### config.mk
export PLATFORM = sky130hd
export DESIGN_NAME = sysrst_ctrl
export DESIGN_NICKNAME = d
export VERILOG_FILES = /design/src/rtl/sysrst_pkg.sv /design/src/rtl/sysrst_sync.sv /design/src/rtl/sysrst_pinflt.sv /design/src/rtl/sysrst_seq.sv /design/src/rtl/sysrst_ctrl.sv
export SDC_FILE = /design/constraint.sdc
export NUM_CORES = 1
export LEC_CHECK = 0
export ABC_AREA = 1
export BUFFER_PORTS_ARGS = -buffer_cell sky130_fd_sc_hd__buf_2
export CORE_ASPECT_RATIO = 0.75
export CORE_UTILIZATION = 40
export DETAILED_ROUTE_END_ITERATION = 6
export GPL_TIMING_DRIVEN = 0
export SETUP_SLACK_MARGIN = 0.3
export SYNTH_ARGS = -nofsm -noshare
export SYNTH_HDL_FRONTEND = slang
export SYNTH_HIERARCHICAL = 1
export SYNTH_SLANG_ARGS = --single-unit
export TNS_END_PERCENT = 1
### constraint.sdc
create_clock -name clk -period 3.4 [get_ports clk]
set_clock_uncertainty 0.05 [all_clocks]
set_input_delay 0.51 -clock clk [delete_from_list [all_inputs] [get_ports clk]]
set_output_delay 0.51 -clock clk [all_outputs]
set_load 0.02 [all_outputs]
### src/rtl/sysrst_pkg.sv
package sysrst_pkg;

    typedef enum logic [2:0] {
        ST_HOLD   = 3'd0,
        ST_PROC   = 3'd1,
        ST_VEC_LO = 3'd2,
        ST_VEC_HI = 3'd3,
        ST_RUN    = 3'd4
    } seq_st_e;

    localparam int NCAUSE = 6;
    localparam int CB_PIN = 0;
    localparam int CB_WDT = 1;
    localparam int CB_LVD = 2;
    localparam int CB_ILL = 3;
    localparam int CB_PAR = 4;
    localparam int CB_MEM = 5;

    localparam logic [7:0] OPC_TRAP = 8'hFF;

endpackage

### src/rtl/sysrst_sync.sv
module sysrst_sync #(
    parameter int         W       = 1,
    parameter logic [W-1:0] RST_VAL = '0
) (
    input  logic         clk,
    input  logic         rst_n,
    input  logic [W-1:0] d,
    output logic [W-1:0] q
);
    typedef struct packed {
        logic [W-1:0] s1;
        logic [W-1:0] s2;
    } sync_t;

    sync_t st_d, st_q;

    always_comb begin
        st_d    = st_q;
        st_d.s1 = d;
        st_d.s2 = st_q.s1;
    end

    always_ff @(posedge clk or negedge rst_n) begin
        if (!rst_n) begin
            st_q <= '{s1: RST_VAL, s2: RST_VAL};
        end else begin
            st_q <= st_d;
        end
    end

    assign q = st_q.s2;
endmodule

### src/rtl/sysrst_pinflt.sv
module sysrst_pinflt #(
    parameter int FILT_CYC = 500
) (
    input  logic clk,
    input  logic rst_n,
    input  logic pin_n_s,
    output logic pin_act
);
    localparam int CW = $clog2(FILT_CYC + 1) + 1;
    localparam logic [CW-1:0] FILT_V = CW'(FILT_CYC);

    typedef struct packed {
        logic [CW-1:0] cnt;
    } flt_t;

    flt_t f_d, f_q;

    always_comb begin
        f_d = f_q;
        if (pin_n_s) begin
            f_d.cnt = '0;
        end else if (f_q.cnt != FILT_V) begin
            f_d.cnt = f_q.cnt + 1'b1;
        end
    end

    always_ff @(posedge clk or negedge rst_n) begin
        if (!rst_n) begin
            f_q <= '{cnt: '0};
        end else begin
            f_q <= f_d;
        end
    end

    assign pin_act = (f_q.cnt == FILT_V);
endmodule

### src/rtl/sysrst_seq.sv
module sysrst_seq
    import sysrst_pkg::*;
#(
    parameter int PROC_CYC     = 16,
    parameter int EVT_HOLD_CYC = 4,
    parameter int ADDR_W       = 20
) (
    input  logic              clk,
    input  logic              rst_n,
    input  logic              hold_lvl,
    input  logic              evt,
    output logic              vec_req,
    output logic [ADDR_W-1:0] vec_addr,
    input  logic              vec_ack,
    input  logic [7:0]        vec_rdata,
    output logic              sys_rst_n,
    output logic [15:0]       start_pc,
    output logic              clk_stop,
    output logic              hs_clk_sel
);
    localparam int PW = $clog2(PROC_CYC + 1) + 1;
    localparam int EW = $clog2(EVT_HOLD_CYC + 1) + 1;
    localparam logic [PW-1:0] PROC_LAST = PW'(PROC_CYC - 1);
    localparam logic [EW-1:0] EVT_V     = EW'(EVT_HOLD_CYC);

    typedef struct packed {
        seq_st_e       st;
        logic [PW-1:0] pcnt;
        logic [EW-1:0] ecnt;
        logic [7:0]    lo;
        logic [15:0]   pc;
    } seq_t;

    seq_t s_d, s_q;

    always_comb begin
        s_d = s_q;

        if (evt) begin
            s_d.ecnt = EVT_V;
        end else if (s_q.ecnt != '0) begin
            s_d.ecnt = s_q.ecnt - 1'b1;
        end

        unique case (s_q.st)
            ST_HOLD: begin
                if (!hold_lvl && !evt && (s_q.ecnt == '0)) begin
                    s_d.st   = ST_PROC;
                    s_d.pcnt = PROC_LAST;
                end
            end
            ST_PROC: begin
                if (s_q.pcnt == '0) begin
                    s_d.st = ST_VEC_LO;
                end else begin
                    s_d.pcnt = s_q.pcnt - 1'b1;
                end
            end
            ST_VEC_LO: begin
                if (vec_ack) begin
                    s_d.lo = vec_rdata;
                    s_d.st = ST_VEC_HI;
                end
            end
            ST_VEC_HI: begin
                if (vec_ack) begin
                    s_d.pc = {vec_rdata, s_q.lo};
                    s_d.st = ST_RUN;
                end
            end
            ST_RUN: begin
                s_d.st = ST_RUN;
            end
            default: begin
                s_d.st = ST_HOLD;
            end
        endcase

        if (hold_lvl || evt) begin
            s_d.st = ST_HOLD;
        end
    end

    always_ff @(posedge clk or negedge rst_n) begin
        if (!rst_n) begin
            s_q <= '{st: ST_HOLD, pcnt: '0, ecnt: EVT_V, lo: '0, pc: '0};
        end else begin
            s_q <= s_d;
        end
    end

    assign vec_req    = (s_q.st == ST_VEC_LO) || (s_q.st == ST_VEC_HI);
    assign vec_addr   = (s_q.st == ST_VEC_HI) ? ADDR_W'(1) : '0;
    assign sys_rst_n  = (s_q.st == ST_RUN);
    assign start_pc   = s_q.pc;
    assign clk_stop   = (s_q.st == ST_HOLD);
    assign hs_clk_sel = (s_q.st != ST_HOLD);
endmodule

### src/rtl/sysrst_ctrl.sv
module sysrst_ctrl
    import sysrst_pkg::*;
#(
    parameter int CLK_PERIOD_NS = 20,
    parameter int MIN_LOW_NS    = 10000,
    parameter int PROC_CYC      = 16,
    parameter int EVT_HOLD_CYC  = 4,
    parameter int ADDR_W        = 20
) (
    input  logic              clk,
    input  logic              por_ok,
    input  logic              rst_pin_n,
    input  logic              lvd_ok,
    input  logic              wdt_ovf,
    input  logic              opcode_vld,
    input  logic [7:0]        opcode,
    input  logic              dbg_mode,
    input  logic              ram_par_err,
    input  logic              mem_acc_err,
    output logic              vec_req,
    output logic [ADDR_W-1:0] vec_addr,
    input  logic              vec_ack,
    input  logic [7:0]        vec_rdata,
    output logic              sys_rst_n,
    output logic [15:0]       start_pc,
    output logic              clk_stop,
    output logic              hs_clk_sel,
    output logic              port_hiz,
    output logic              pin_pu,
    output logic [5:0]        cause,
    input  logic              cause_clr,
    input  logic [5:0]        cause_clr_mask
);
    localparam int FILT_CYC = (MIN_LOW_NS + CLK_PERIOD_NS - 1) / CLK_PERIOD_NS;

    logic rst_n;
    logic pin_n_s, lvd_ok_s, pin_act;
    logic ill_req, lvd_low, evt, hold_lvl;
    logic [NCAUSE-1:0] set_vec;

    sysrst_sync #(.W(1), .RST_VAL(1'b0)) u_por_sync (
        .clk   (clk),
        .rst_n (por_ok),
        .d     (1'b1),
        .q     (rst_n)
    );

    sysrst_sync #(.W(2), .RST_VAL(2'b11)) u_in_sync (
        .clk   (clk),
        .rst_n (rst_n),
        .d     ({lvd_ok, rst_pin_n}),
        .q     ({lvd_ok_s, pin_n_s})
    );

    sysrst_pinflt #(.FILT_CYC(FILT_CYC)) u_flt (
        .clk     (clk),
        .rst_n   (rst_n),
        .pin_n_s (pin_n_s),
        .pin_act (pin_act)
    );

    assign ill_req  = opcode_vld && (opcode == OPC_TRAP) && !dbg_mode;
    assign lvd_low  = !lvd_ok_s;
    assign evt      = wdt_ovf | ill_req | ram_par_err | mem_acc_err;
    assign hold_lvl = pin_act | lvd_low;

    always_comb begin
        set_vec         = '0;
        set_vec[CB_PIN] = pin_act;
        set_vec[CB_WDT] = wdt_ovf;
        set_vec[CB_LVD] = lvd_low;
        set_vec[CB_ILL] = ill_req;
        set_vec[CB_PAR] = ram_par_err;
        set_vec[CB_MEM] = mem_acc_err;
    end

    sysrst_seq #(
        .PROC_CYC     (PROC_CYC),
        .EVT_HOLD_CYC (EVT_HOLD_CYC),
        .ADDR_W       (ADDR_W)
    ) u_seq (
        .clk        (clk),
        .rst_n      (rst_n),
        .hold_lvl   (hold_lvl),
        .evt        (evt),
        .vec_req    (vec_req),
        .vec_addr   (vec_addr),
        .vec_ack    (vec_ack),
        .vec_rdata  (vec_rdata),
        .sys_rst_n  (sys_rst_n),
        .start_pc   (start_pc),
        .clk_stop   (clk_stop),
        .hs_clk_sel (hs_clk_sel)
    );

    typedef struct packed {
        logic [NCAUSE-1:0] cause;
        logic              pu;
    } ctl_t;

    ctl_t c_d, c_q;

    always_comb begin
        c_d = c_q;
        c_d.cause = (c_q.cause & ~(cause_clr ? cause_clr_mask : '0)) | set_vec;
        if (pin_act) begin
            c_d.pu = 1'b0;
        end else if (|set_vec) begin
            c_d.pu = 1'b1;
        end
    end

    always_ff @(posedge clk or negedge rst_n) begin
        if (!rst_n) begin
            c_q <= '{cause: '0, pu: 1'b0};
        end else begin
            c_q <= c_d;
        end
    end

    assign cause    = c_q.cause;
    assign pin_pu   = c_q.pu;
    assign port_hiz = !sys_rst_n;
endmodule

==> results of run 1 <==
-- power by group --
| group | internal [mW] | total (mW) | switching, mW |
|---|---|---|---|
| clock network | 0.341 | 0.638 | 0.297 |
| registers | 0.762 | 0.808 | 0.0462 |
| logic | 0.0915 | 0.206 | 0.114 |
| total | 1.20 | 1.65 | 0.457 |
-- stage by stage --
| stage | std cells | utilization | hold slack (ns) |
|---|---|---|---|
| after floorplan | 362 | - | 0.164 |
| after global placement | 524 | 0.481 | 0.250 |
| after detailed placement | 525 | 0.484 | 0.250 |
| after CTS | 542 | 0.513 | 0.202 |
| after global routing | 542 | 0.513 | 0.198 |
| final | 542 | 0.513 | 0.222 |
-- cells in the mapped netlist (all sizes together) --
library cell	number	area share
nand2	87	0.11
nand3b	1	0.0025
o21ai	22	0.036
dfrtp	55	0.45
inv	42	0.052
a21oi	2	0.0033
o21bai	1	0.0025
or2	1	0.0021
nor3	4	0.0083
mux2	8	0.035
ha	6	0.025
xnor2	3	0.0087
a21o	3	0.0074
clkbuf	1	0.0012
buf	37	0.094
conb	2	0.0025
a21boi	2	0.0050
nand4	5	0.010
xor2	2	0.0058
dfstp	5	0.043
a31oi	1	0.0021
o22ai	1	0.0021
nand3	20	0.033
nor2	33	0.050
-- sequential cells by signal, indices dropped and copies added (netlist names) --
| signal | count |
|---|---|
| pin_pu | 1 |
| u_por_sync/q | 1 |
| u_flt/f_q | 10 |
| cause | 6 |
| u_seq/start_pc | 16 |
| u_in_sync/q | 2 |
| u_seq/s_q | 21 |
| u_in_sync/st_d | 2 |
| u_por_sync/st_d | 1 |
-- worst min path at each step --
stage | from | end | cells past startpoint
floorplan | por_ok | u_por_sync/q | 0
global placement | por_ok | u_por_sync/st_d[0] | 1
detailed placement | por_ok | u_por_sync/st_d[0] | 1
CTS | lvd_ok | u_in_sync/st_d[1] | 1
global route | lvd_ok | u_in_sync/st_d[1] | 1
finish | u_por_sync/q | u_seq/s_q[17] | 0
-- critical path: stages, from the launching register on --
cell and delay [ns]:
dfrtp_1 0.40, inv_1 0.10, ha_1 0.22, nand3_1 0.10, nor2_2 0.06, nand2_1 0.12
inv_1 0.05, inv_1 0.09, nand2_1 0.06, nor2_1 0.34, nand3_1 0.16, nand2_1 0.17
nand3_1 0.14, nor3_1 0.18
-- logic make-up (layout without fill, tap and decap cells) --
family | Yosys count | count (layout) | share of synthesized area
mux | 8 | 8 | 0.0347
other cells | 2 | 20 | 0.00248
xor+xnor | 5 | 5 | 0.0145
compound gates | 32 | 32 | 0.0587
fa+ha+maj | 6 | 6 | 0.0248
flops | 60 | 60 | 0.498
simple gates | 151 | 151 | 0.220
buf+inv | 80 | 159 | 0.147
-- final cells by class --
type | count | area [sq um]
multi-input cells | 222 | 1140
fillers | 703 | 3570
plain buffers | 38 | 289
clock buffers | 9 | 124
clock inverters | 7 | 76.3
repair buffers | 63 | 335
flip-flops and latches | 60 | 1510
well taps | 101 | 126
inverters | 42 | 158
-- metal layers --
| layer | GRT usage | up-vias | routed length [microns] |
|---|---|---|---|
| li1 | - | 1212 | - |
| met4 | 0.0529 | 0 | 79 |
| met1 | 0.218 | 1046 | 2820 |
| met3 | 0.0604 | 8 | 279 |
| met5 | 0 | - | 0 |
| met2 | 0.247 | 55 | 2460 |
==> reports/metrics.csv, run 1 <==
stage,metric,value,unit
cells_and_area,synthesis-to-layout area growth,24.1,%
placed_design,Setup WS pre-CTS,1.14,ns
timing,final setup violating endpoints,0,
global_route,Global Route Usage Sum,0.164,
run,max-cap violations,0,
cells_and_area,Final Cell Area,3760,sq um
global_route,first-pass GRT wire length,10000,microns
clock_tree,Resized Gates After CTS,0,
placed_design,dpl cell area,3550,sq um
detailed_routing,Initial DRC Count,82,
global_route,largest net degree at the start of global routing,33,
yosys,synth warn,6,
clock_tree,post-CTS setup buffer count,0,
detailed_routing,final routed DRC violation total,0,
critical_path,Crit Path Class,reg -> reg,
clock_tree,Root Buffer,clkbuf_8,
clock_tree,worst skew pair latency,0.33,ns
yosys,Avg Inst Size Synth,8.81,sq um
detailed_routing,average wire per standard cell,10.4,microns
clock_tree,H-Tree Depth,3,
global_route,vias in the first global route,2266,
floorplan,Die Y,77.4,microns
cells_and_area,diode count,0,
clock_tree,TritonCTS clock tree,built,
clock_tree,buffer depth of the longest clock path,2,
global_route,initial antenna violation count,0,
critical_path,"Max FO, Critical Path",6,
critical_path,R2R Path Start,u_flt/f_q[0],
timing,Peak Freq,431,MHz
detailed_routing,via count,2321,
floorplan,Initial Util,0.413,
pwr,overall power,1.65,mW
timing,Slew @ Worst Pin,0.597,ns
yosys,synthesized instance count,344,
worst_hold_path,Hold Path Class,reg -> async,
timing,setup TNS,0,ns
critical_path,R2R depth,13,
critical_path,CP Launch Type,flip-flop,
critical_path,Critical Path RT,3.59,ns
cells_and_area,layout cells sized above 1,0.324,
timing,"Hold Vio Cnt, Final",0,
placed_design,dpl hpwl,4330,microns
global_route,Congestion Overflow GR,0,
critical_path,Worst EP arrival,2.51,ns
yosys,"Seq/Total Area, Yosys",0.498,
floorplan,# rows,27,
floorplan,Core ar.,7330,sq um
pwr,Leak Pwr,2.07,nW
floorplan,number of primary I/O pins,81,
clock_tree,cts hold-fix bufs,1,
timing,Final Slew Violations,0,
cells_and_area,most frequent cells in the layout,"nand2_1, buf_2, dfrtp_1, inv_1, buf_4",
critical_path,kind of end point of the critical path,flip-flop,
pwr,power density over cell area,439,nW/um^2
critical_path,"setup slack, reg-to-reg",1.08,ns
detailed_routing,Pre-antenna DRT Iters,4,
cells_and_area,"commonest non-fill, non-tap cell in the layout",nand2_1,
clock_tree,clock sinks,60,
critical_path,worst r2r dst,u_seq/s_q[36],
yosys,Yosys reg bits,60,
status,status,"finished, final reports clean",
clock_tree,CTS Buf Count,9,
yosys,Cell variety after synth,32,
placed_design,GPL Wtd Cong,0.766,
floorplan,DIE WIDTH,102,microns
timing,unrepaired setup endpoints after global routing,false,
critical_path,Setup crit start,u_flt/f_q[0],
timing,fin crit period,2.32,ns
clock_tree,"CTS clk-pin slew, worst paths",0.07,ns
timing,setup slack after layout,1.08,ns
detailed_routing,number of routed nets with antenna violations,0,
placed_design,Port-buffer cells,61,
timing,Tcrit/Tclk final,0.682,
yosys,Netlist Area Pre-Place,3030,sq um
pwr,VDD IR max,0.348,mV
cells_and_area,fin nets,475,
detailed_routing,drt total wl,5640,microns
timing,relative slew slack,0.602,
floorplan,die area,7930,sq um
detailed_routing,DR vias/cell,4.28,
critical_path,timing endpoint of the critical path,u_seq/s_q[36],
Power figures use the tool's default switching activity.
==> run 2, diff against run 1 <==
Settings changed: ABC_AREA 1 to 0.
Clock period 3.4 ns to 2.21 ns, I/O delays scaled along.
==> run 2 against run 1 <==
  * Final cell count is 14% lower
  * Non-clock buffer count rose by 8
  * Fmax up 24%
  * Hold slack worse by 0.17 ns
==> reports/metrics.csv, run 2 <==
stage,metric,value,unit
cells_and_area,Largest register FFs,21,
cells_and_area,Final Cell Area,3760,sq um
placed_design,dpl hpwl,3880,microns
yosys,Async SR Flop Fraction,1.00,
placed_design,dpl cell area,3480,sq um
global_route,largest net degree at the start of global routing,39,
global_route,first-pass GRT wire length,9130,microns
pwr,Comb pwr share,0.103,
floorplan,number of primary I/O pins,81,
run,max-cap violations,0,
pwr,Clk pwr share,0.403,
clock_tree,Root Buffer,clkbuf_8,
floorplan,# rows,26,
timing,Peak Freq,536,MHz
floorplan,Initial Util,0.423,
yosys,leading post-synthesis cells by cell area,"dfrtp_1, mux2_2, buf_4",
worst_hold_path,Hold Path Class,in -> reg,
critical_path,Worst EP arrival,2.08,ns
pwr,P_int,1.81,mW
yosys,top-count cell post-synth,dfrtp_1,
cells_and_area,synthesis-to-layout area growth,27.8,%
detailed_routing,number of routed nets with antenna violations,0,
clock_tree,worst skew pair latency,0.33,ns
yosys,Avg Inst Size Synth,11.0,sq um
timing,fin crit period,1.86,ns
placed_design,Port-buffer cells,61,
critical_path,CP Launch Type,flip-flop,
cells_and_area,area of the multi-input gates,1190,sq um
critical_path,"Max FO, Critical Path",3,
global_route,initial antenna violation count,0,
critical_path,kind of end point of the critical path,flip-flop,
floorplan,Core ar.,6960,sq um
pwr,power density over cell area,636,nW/um^2
global_route,vias in the first global route,2077,
yosys,Yosys reg bits,60,
clock_tree,clock sinks,60,
clock_tree,TritonCTS clock tree,built,
detailed_routing,Pre-antenna DRT Iters,4,
cells_and_area,layout cells sized above 1,0.467,
pwr,VDD IR max,0.320,mV
yosys,"Seq/Total Area, Yosys",0.512,
cells_and_area,register with the highest flop count,u_seq/s_q,
detailed_routing,DR vias/cell,4.57,
yosys,leading area contributor after synthesis,dfrtp_1,
floorplan,Die Y,76.3,microns
critical_path,Crit Path Class,reg -> reg,
floorplan,DIE WIDTH,101,microns
floorplan,die area,7710,sq um
yosys,synth cell count leaders,"dfrtp_1, buf_4, mux2_2",
timing,unrepaired setup endpoints after global routing,true,
yosys,Netlist Area Pre-Place,2940,sq um
status,status,"finished, final reports clean",
global_route,Global Route Usage Sum,0.152,
critical_path,"setup slack, reg-to-reg",0.35,ns
placed_design,GPL Wtd Cong,0.739,
pwr,sequential power share,0.494,
yosys,Cell variety after synth,48,
cells_and_area,filler cell count,651,
clock_tree,buffer depth of the longest clock path,2,
pwr,Leak Pwr,1.93,nW
cells_and_area,fin nets,402,
cells_and_area,most frequent cells in the layout,"buf_2, dfrtp_1, buf_4, mux2_2, conb_1",
global_route,Congestion Overflow GR,0,
yosys,synth warn,6,
timing,Final Slew Violations,0,
timing,"Hold Vio Cnt, Final",0,
yosys,synthesized instance count,267,
timing,Tcrit/Tclk final,0.844,
clock_tree,H-Tree Depth,3,
cells_and_area,Post-Layout Cell Count,466,
detailed_routing,drt total wl,5470,microns
pwr,Sw Ratio,0.243,
clock_tree,"CTS clk-pin slew, worst paths",0.07,ns
yosys,"Top FF cell, synth",dfrtp_1,
detailed_routing,final routed DRC violation total,0,
clock_tree,CTS Buf Count,9,
timing,final setup violating endpoints,0,
placed_design,DP Cell Count,445,
detailed_routing,average wire per standard cell,11.7,microns
detailed_routing,Initial DRC Count,62,
cells_and_area,Reg area,1510,sq um
yosys,post-synth top area share,0.468,
pwr,switching pwr,0.582,mW
yosys,Post-synth EDFFs,0,
cells_and_area,diode count,0,
detailed_routing,via count,2131,
cells_and_area,"commonest non-fill, non-tap cell in the layout",buf_2,
critical_path,Critical Path RT,2.43,ns
## run 2: changes by cell type after synthesis, moves of 5 or more
cell,previous run,this run
inv_1,42,17
mux2_2,4,24
nand3_1,20,9
buf_2,0,5
or3_1,0,9
a21oi_1,2,12
o21ai_0,20,5
nand2_1,82,16
nor2_1,26,7
## run 2: kinds of logic (layout without fill, tap and decap cells)
kind of cell             count (synthesis)  in the layout  share of synthesized area
other                                    2             20                    0.00255
AO/OA/AOI/OAI                           37             37                     0.0859
multiplexers                            25             25                     0.0957
XOR/XNOR                                 4              4                     0.0119
adder cells (fa/ha/maj)                  6              6                     0.0255
AND/OR/NAND/NOR                         74             74                      0.144
buffers and inverters                   59            142                      0.122
flip-flops                              60             60                      0.512
## run 2: routing by layer
layer  track usage  routed length [microns]
met1         0.187                     2570
met2         0.241                     2430
met3        0.0587                      423
met4        0.0565                       45
met5             0                        0
## run 2: path summary, 6_finish.rpt
check,depth (start not counted),startpoint,endpoint
worst min-delay path,1,rst_pin_n,u_in_sync/st_d[0]
min in group asynchronous,0,u_por_sync/q,u_seq/start_pc[15]
max in group asynchronous,1,u_por_sync/q,u_in_sync/st_d[1]
worst max-delay path,9,u_flt/f_q[0],u_seq/s_q[34]
worst min register to register,0,u_por_sync/q,u_seq/start_pc[15]
worst max register to register,9,u_flt/f_q[0],u_seq/s_q[34]
## run 2: stage by stage
stage,setup TNS [ns],setup WS (ns),power [mW],hold slack [ns],utilization
floorplan,0,0.318,1.36,-0.0141,-
global placement,-17.85,-0.340,1.43,0.0666,0.497
detailed placement,0,0.103,1.44,0.0733,0.500
CTS,0,0.301,2.43,0.0271,0.534
global route,0,0.273,2.52,0.0246,0.540
finish,0,0.346,2.39,0.0505,0.540
## run 2: worst max-delay path, stage by stage (launching register included)
cell,delay (ns)
dfrtp_2,0.36
inv_1,0.04
ha_1,0.17
and4b_1,0.17
buf_6,0.11
and3_4,0.17
nand2b_4,0.15
or3_4,0.34
a21oi_2,0.11
and2_1,0.12
## run 2: power by group through the flow
stage | clock (mW) | sequential (mW) | combinational, mW
floorplan | 0 | 1.21 | 0.152
global placement | 0 | 1.22 | 0.210
detailed placement | 0 | 1.20 | 0.232
CTS | 1.01 | 1.18 | 0.242
global route | 1.05 | 1.19 | 0.275
finish | 0.963 | 1.18 | 0.246
## run 2: final cells by class
class / count / share of cell area
Buffer: 42 / 0.0805
Sequential cell: 60 / 0.402
Tap cell: 98 / 0.0326
Inverter: 17 / 0.0170
Multi-Input combinational cell: 166 / 0.318
Clock buffer: 12 / 0.0386
Timing Repair Buffer: 67 / 0.0978
Clock inverter: 4 / 0.0133
## run 2: what timing repair did
| action | 4_1_cts | 5_1_grt |
|---|---|---|
| buffers inserted | 4 | 0 |
| endpoints found under the setup margin | 8 | 10 |
| pin swaps | 2 | 1 |
| gates resized for setup | 3 | 11 |
| hold endpoints to repair | 2 | 0 |
| hold buffers | 1 | 0 |
